## config.mk

```make
export PLATFORM = sky130hd
export DESIGN_NAME = sdiv_mmio
export DESIGN_NICKNAME = d
export VERILOG_FILES = /design/src/rtl/sdiv_pkg.sv /design/src/rtl/sdiv_core.sv /design/src/rtl/sdiv_regs.sv /design/src/rtl/sdiv_mmio.sv
export SDC_FILE = /design/constraint.sdc
export NUM_CORES = 1
export LEC_CHECK = 0
export ABC_AREA = 1
export BUFFER_PORTS_ARGS = -buffer_cell sky130_fd_sc_hd__buf_2
export CORE_AREA = 2 2 153 155
export DETAILED_ROUTE_END_ITERATION = 10
export DIE_AREA = 0 0 155 157
export PLACE_DENSITY = 0.77
export SLEW_MARGIN = 20
export SYNTH_ARGS = -nofsm -noshare
export SYNTH_HDL_FRONTEND = slang
export SYNTH_SLANG_ARGS = --single-unit
```

## constraint.sdc

```tcl
create_clock -name clk -period 5.8 [get_ports clk]
set_input_delay 0.29 -clock clk [delete_from_list [all_inputs] [get_ports clk]]
set_output_delay 0.29 -clock clk [all_outputs]
set_load 0.02 [all_outputs]
```

## src/rtl/sdiv_pkg.sv

```systemverilog
package sdiv_pkg;
  localparam int unsigned OFS_DVD = 32'h00;
  localparam int unsigned OFS_DSR = 32'h04;
  localparam int unsigned OFS_QUO = 32'h08;
  localparam int unsigned OFS_REM = 32'h0C;
  localparam int unsigned OFS_STS = 32'h10;
  localparam int unsigned STS_BUSY_BIT = 0;
  localparam int unsigned STS_DBZ_BIT  = 1;
endpackage

```

## src/rtl/sdiv_core.sv

```systemverilog
// Restoring radix-2 divider on magnitudes; signs applied on the final step.
module sdiv_core #(
  parameter int unsigned DVD_W = 32,
  parameter int unsigned DSR_W = 16
) (
  input  logic             clk,
  input  logic             rst_n,
  input  logic             start_i,
  input  logic             zero_i,
  input  logic [DVD_W-1:0] dvd_i,
  input  logic [DSR_W-1:0] dsr_i,
  output logic             busy_o,
  output logic             fin_o,
  output logic [DVD_W-1:0] quo_o,
  output logic [DSR_W-1:0] rem_o
);
  localparam int unsigned CNT_W = $clog2(DVD_W);
  localparam logic [CNT_W-1:0] LAST = CNT_W'(DVD_W - 1);

  logic             busy_q;
  logic [CNT_W-1:0] cnt_q;
  logic [DVD_W-1:0] acc_q;
  logic [DSR_W-1:0] part_q;
  logic [DSR_W-1:0] den_q;
  logic             negq_q, negr_q;

  logic [DSR_W:0]   shifted, trial;
  logic             ge;
  logic [DSR_W-1:0] part_nx;
  logic [DVD_W-1:0] acc_nx;
  logic [DVD_W-1:0] dvd_mag;
  logic [DSR_W-1:0] dsr_mag;

  always_comb begin
    dvd_mag = dvd_i[DVD_W-1] ? (~dvd_i + 1'b1) : dvd_i;
    dsr_mag = dsr_i[DSR_W-1] ? (~dsr_i + 1'b1) : dsr_i;
    shifted = {part_q, acc_q[DVD_W-1]};
    trial   = shifted - {1'b0, den_q};
    ge      = ~trial[DSR_W];
    part_nx = ge ? trial[DSR_W-1:0] : shifted[DSR_W-1:0];
    acc_nx  = {acc_q[DVD_W-2:0], ge};
  end

  always_ff @(posedge clk or negedge rst_n) begin
    if (!rst_n) begin
      busy_q <= 1'b0;
      cnt_q  <= '0;
      acc_q  <= '0;
      part_q <= '0;
      den_q  <= '0;
      negq_q <= 1'b0;
      negr_q <= 1'b0;
    end else if (start_i) begin
      busy_q <= ~zero_i;
      cnt_q  <= '0;
      acc_q  <= dvd_mag;
      part_q <= '0;
      den_q  <= dsr_mag;
      negq_q <= dvd_i[DVD_W-1] ^ dsr_i[DSR_W-1];
      negr_q <= dvd_i[DVD_W-1];
    end else if (busy_q) begin
      acc_q  <= acc_nx;
      part_q <= part_nx;
      cnt_q  <= cnt_q + 1'b1;
      if (cnt_q == LAST) busy_q <= 1'b0;
    end
  end

  assign busy_o = busy_q;
  assign fin_o  = busy_q && (cnt_q == LAST) && !start_i;
  assign quo_o  = negq_q ? (~acc_nx + 1'b1) : acc_nx;
  assign rem_o  = negr_q ? (~part_nx + 1'b1) : part_nx;
endmodule

```

## src/rtl/sdiv_regs.sv

```systemverilog
// Register decode, result storage and read multiplexer.
module sdiv_regs
  import sdiv_pkg::*;
#(
  parameter int unsigned ADDR_W = 5,
  parameter int unsigned DVD_W  = 32,
  parameter int unsigned DSR_W  = 16
) (
  input  logic              clk,
  input  logic              rst_n,
  input  logic [ADDR_W-1:0] addr_i,
  input  logic              we_i,
  input  logic [DVD_W-1:0]  wdata_i,
  output logic [DVD_W-1:0]  rdata_o,
  input  logic              busy_i,
  input  logic              fin_i,
  input  logic [DVD_W-1:0]  quo_i,
  input  logic [DSR_W-1:0]  rem_i,
  output logic              start_o,
  output logic              zero_o,
  output logic [DVD_W-1:0]  dvd_o,
  output logic [DSR_W-1:0]  dsr_o,
  output logic              done_o
);
  localparam int unsigned EXT_W = DVD_W - DSR_W;

  logic [DVD_W-1:0] dvd_q, quo_q;
  logic [DSR_W-1:0] dsr_q, rem_q;
  logic             dbz_q, done_q;
  logic             wr_dvd, wr_dsr, wzero;

  assign wr_dvd = we_i && (addr_i == ADDR_W'(OFS_DVD));
  assign wr_dsr = we_i && (addr_i == ADDR_W'(OFS_DSR));
  assign wzero  = (wdata_i[DSR_W-1:0] == '0);

  always_ff @(posedge clk or negedge rst_n) begin
    if (!rst_n) begin
      dvd_q  <= '0;
      dsr_q  <= '0;
      quo_q  <= '0;
      rem_q  <= '0;
      dbz_q  <= 1'b0;
      done_q <= 1'b0;
    end else begin
      done_q <= fin_i || (wr_dsr && wzero);
      if (wr_dvd) dvd_q <= wdata_i;
      if (wr_dsr) begin
        dsr_q <= wdata_i[DSR_W-1:0];
        dbz_q <= wzero;
        if (wzero) begin
          quo_q <= '1;
          rem_q <= dvd_q[DSR_W-1:0];
        end
      end else if (fin_i) begin
        quo_q <= quo_i;
        rem_q <= rem_i;
      end
    end
  end

  always_comb begin
    rdata_o = '0;
    case (addr_i)
      ADDR_W'(OFS_DVD): rdata_o = dvd_q;
      ADDR_W'(OFS_DSR): rdata_o = {{EXT_W{1'b0}}, dsr_q};
      ADDR_W'(OFS_QUO): rdata_o = quo_q;
      ADDR_W'(OFS_REM): rdata_o = {{EXT_W{rem_q[DSR_W-1]}}, rem_q};
      ADDR_W'(OFS_STS): begin
        rdata_o[STS_BUSY_BIT] = busy_i;
        rdata_o[STS_DBZ_BIT]  = dbz_q;
      end
      default: rdata_o = '0;
    endcase
  end

  assign start_o = wr_dsr;
  assign zero_o  = wzero;
  assign dvd_o   = dvd_q;
  assign dsr_o   = wdata_i[DSR_W-1:0];
  assign done_o  = done_q;
endmodule

```

## src/rtl/sdiv_mmio.sv

```systemverilog
module sdiv_mmio #(
  parameter int unsigned ADDR_W = 5,
  parameter int unsigned DVD_W  = 32,
  parameter int unsigned DSR_W  = 16
) (
  input  logic              clk,
  input  logic              rst_n,
  input  logic [ADDR_W-1:0] reg_addr,
  input  logic              reg_we,
  input  logic [DVD_W-1:0]  reg_wdata,
  output logic [DVD_W-1:0]  reg_rdata,
  output logic              div_busy,
  output logic              div_done
);
  logic             start, zero, busy, fin;
  logic [DVD_W-1:0] dvd, quo;
  logic [DSR_W-1:0] dsr, rem;

  sdiv_regs #(.ADDR_W(ADDR_W), .DVD_W(DVD_W), .DSR_W(DSR_W)) u_regs (
    .clk(clk), .rst_n(rst_n), .addr_i(reg_addr), .we_i(reg_we),
    .wdata_i(reg_wdata), .rdata_o(reg_rdata), .busy_i(busy), .fin_i(fin),
    .quo_i(quo), .rem_i(rem), .start_o(start), .zero_o(zero),
    .dvd_o(dvd), .dsr_o(dsr), .done_o(div_done)
  );

  sdiv_core #(.DVD_W(DVD_W), .DSR_W(DSR_W)) u_core (
    .clk(clk), .rst_n(rst_n), .start_i(start), .zero_i(zero),
    .dvd_i(dvd), .dsr_i(dsr), .busy_o(busy), .fin_o(fin),
    .quo_o(quo), .rem_o(rem)
  );

  assign div_busy = busy;
endmodule

```

==> results by group <==
Route
  • Via count: 10,900
  • Final wirelength: 33,400 um
  • First-pass detailed-route iteration total: 6
  • Post-DR wirelength/cell: 17.6 um
  • # DRC: 0
  • Avg Vias per Cell: 5.76
  • Initial DRC Count: 1,141
  • ANT nets after route: 0

Worst setup path
  • Slowest-stage cell, CP: fa_1
  • Crit-path most repeated cell: nand2_1
  • Critical path arrival: 4.59 ns
  • Max incr delay on CP: 0.44 ns
  • Crit end category: flop
  • Worst-path maximum fanout: 18
  • Critical setup path kind: flop to flop
  • Critical path buffer and inverter count: 2
  • Required time of the critical path: 6.16 ns
  • Type of origin of the critical path: flop
  • Crit-path leading delay family: simple AND/OR/NAND/NOR gates
  • CP Cell Sequence: inv_1, ha_1, inv_1, fa_1, nand2_1, nand2_1, nand3b_2, nand2_2, nand2_4, nand3_2, nand2_4, ha_1, nand3_1, nor3_1, nand3_1, nor3_1, nand4_1, nand2_1, o21ai_0, a21oi_1, xor2_1, nor2_1, a21oi_1

STA
  • Final setup fails: 0
  • Worst Tran Pin Value: 0.990 ns
  • Clock Skew: 0.0106 ns
  • Min Tclk post-route: 4.23 ns
  • RSZ-0062 raised after global routing: no
  • Tcrit/Tclk final: 72.9%
  • Slew HR: 34.0%
  • Max-slew violation total from the final report: 0
  • Fin. Hold Viols: 0
  • Setup WS post-layout: 1.57 ns
  • Max frequency: 0.237 GHz
  • WHS: 0.0925 ns
  • Setup tns final: 0 ns

Synthesis
  • Post-synth EDFFs: 0
  • Synth cell types: 52
  • FF+latch count, synth: 169
  • Mux cell area share after synthesis: 0%
  • Syn Area/Cell: 7.15 sq um
  • Sequential element share of the synthesized area: 38.0%
  • Syn nets: 1,622
  • Cells after synthesis: 1,559
  • Number of synthesis warnings: 0
  • Async SR Flop Fraction: 100%
  • Xor-xnor portion of the synthesized cell area: 2.99%
  • Ys flop type: dfrtp_1
  • Largest family of logic cells by synthesized area: simple AND/OR/NAND/NOR gates
  • Simple-Gate Fraction of Synth Area: 27.6%
  • Syn Std Cell Area: 0.0111 sq mm
  • Complex-gate fraction of the synthesized area: 17.3%
  • Synth Area in Adders: 2.65%

Power
  • Pwr Density: 548 mW/mm^2
  • Power Internal: 3.42 mW
  • Comb power frac: 53.5%
  • Seq pwr share: 29.5%
  • VDD IR max: 0.305 mV
  • Leakage: 6.39 nW
  • Clock power share: 17.0%
  • Switching share of power: 49.1%
  • NetSw: 3.30 mW
  • Tot Pwr: 6.72 mW

Clock tree
  • Clock Sinks: 169
  • Htree depth: 4
  • CTS root buffer: clkbuf_16
  • CTS tree: yes
  • TritonCTS buffer count: 17
  • Max Buffers Root-to-Sink: 2
  • Insertion delay to the later sink of the worst-skew pair: 0.44 ns
  • # resized after CTS: 0
  • Worst-path clk slew: 0.07 ns

Final layout
  • Layout cell share with drive strength beyond 1: 11.3%
  • Area grow syn2layout: 10.2%
  • ANT cells: 0
  • Fin cells: 1,900
  • Final Net Count: 1,665
  • Final Util: 54.6%
  • Most frequent cells in the layout: nand2_1, inv_1, dfrtp_1, nor2_1, nand3_1
  • Most common cell after layout, fill and taps aside: nand2_1
  • Final Instance Area: 0.0123 sq mm

Placed design
  • Cell count after placement: 1,867
  • Post-Place Worst Slack: 1.70 ns
  • I/O Buffers: 73
  • Dpl hpwl: 24,400 um
  • Routability cong.: 0.922
  • Area post-placement: 0.0117 sq mm

Global route
  • Vias in the first global route: 10,500
  • Largest net degree at the start of global routing: 96
  • Global-route wire length before repair: 54,400 um
  • Initial antenna violation count: 0
  • GRT Util Overall: 28.1%
  • Gr ovfl total: 0

Floorplan
  • Initial Util: 49.5%
  • Die Y: 157 um
  • Die Wd: 155 um
  • I/O Pins: 74
  • Placeable Area: 0.0225 sq mm
  • Full die area: 0.0243 sq mm
  • Std cell rows: 55

Worst hold path
  • Hold WC Path Type: primary input to flop

Run status
  • Status: complete, no violations

Flow run
  • Max Cap Viol: 0
==> repair_timing <==
item                      4_1_cts  5_1_grt
buffers inserted                0        0
hold endpoints to repair       57        0
hold buffers                    1        0
==> power by group through the flow <==
stage	Sequential (mW)	Clock [mW]	Combinational [mW]
floorplan	1.85	0	2.80
CTS	1.97	1.14	3.57
global placement	1.97	0	3.46
detailed placement	1.99	0	3.54
global route	2.03	1.19	4.04
finish	1.99	1.14	3.60
==> worst paths after layout <==
kind | end | startpoint | slack [ns] | depth (start not counted)
max | u_regs.quo_q[26]$_DFFE_PN0P_ | u_core.acc_q[31]$_DFFE_PN0P_ | 1.57 | 23
min | u_regs.dvd_o[28]$_DFFE_PN0P_ | reg_wdata[28] | 0.09 | 3
max reg2reg | u_regs.quo_q[26]$_DFFE_PN0P_ | u_core.acc_q[31]$_DFFE_PN0P_ | 1.57 | 23
min reg2reg | u_regs.rem_q[15]$_DFFE_PN0P_ | u_regs.rem_q[15]$_DFFE_PN0P_ | 0.49 | 2
max in group asynchronous | u_regs.rem_q[4]$_DFFE_PN0P_ | rst_n | 3.74 | 3
min in group asynchronous | u_core.cnt_q[2]$_DFFE_PN0P_ | rst_n | 0.53 | 2
==> layer usage <==
layer  GRT usage (%)  up-vias  routed length [um]
li1                -     5205                   -
met1            40.0     5183               15000
met2            43.8      496               14800
met3            5.37       58                2870
met4            8.25        0                 724
met5               0        -                   0
==> cells by family (layout without fill, tap and decap cells) <==
family                   count (synthesis)  count (layout)
AND/OR/NAND/NOR                        688             688
buffers and inverters                  330             386
AO/OA/AOI/OAI                          311             311
flip-flops                             169             169
XOR/XNOR                                38              38
adder cells (fa/ha/maj)                 23              23
==> tightest hold or removal path, stage by stage <==
cell and delay [ns]:
buf_2 0.08, nor2_1 0.03, a21oi_1 0.09
==> sequential cells by signal, indices dropped and copies added (netlist names) <==
| signal | count |
|---|---|
| u_core.acc_q | 32 |
| u_regs.dvd_o | 32 |
| u_regs.quo_q | 32 |
| u_core.part_q | 16 |
| u_regs.dsr_q | 16 |
| u_regs.rem_q | 16 |
| u_core.den_q | 15 |
| u_core.cnt_q | 5 |
| u_core.busy_o | 1 |
| u_core.negq_q | 1 |
| u_core.negr_q | 1 |
| u_regs.dbz_q | 1 |
| u_regs.done_o | 1 |
==> cells in the mapped netlist (2+ instances only) <==
cell type / number / area, sq um
nand3_1: 107 / 536
a21oi_1: 60 / 300
ha_1: 22 / 275
nor2_1: 122 / 458
nor2_4: 4 / 45.0
a211oi_1: 2 / 15.0
inv_1: 257 / 965
a22oi_1: 4 / 30.0
buf_2: 9 / 45.0
o22ai_1: 42 / 263
nor4_1: 8 / 50.1
o21ai_2: 3 / 26.3
nand3b_1: 4 / 30.0
o311ai_0: 5 / 43.8
o21ai_0: 104 / 521
xnor2_1: 5 / 43.8
o31ai_1: 3 / 22.5
a221oi_1: 11 / 96.3
nor2_2: 4 / 25.0
o41ai_1: 2 / 17.5
o21ai_1: 14 / 70.1
o21bai_1: 2 / 15.0
o221ai_1: 43 / 377
or2_2: 4 / 25.0
dfrtp_1: 169 / 4230
clkbuf_1: 38 / 143
a31oi_1: 5 / 31.3
xor2_1: 33 / 289
nand2_2: 20 / 125
nand2_1: 355 / 1330
inv_2: 9 / 33.8
buf_1: 11 / 41.3
nand2_4: 11 / 124
o211ai_1: 7 / 52.6
nor3_1: 23 / 115
buf_4: 4 / 30.0
nand4_1: 18 / 113
==> cell type report <==
cell class / instances / area, sq um
clock buffers: 19 / 443
clock inverters: 13 / 133
fillers: 2129 / 10200
inverters: 266 / 998
multi-input cells: 1060 / 5630
flip-flops and latches: 169 / 4230
well taps: 285 / 357
repair buffers: 88 / 487
Note: power is estimated with default switching activity, not from simulation.
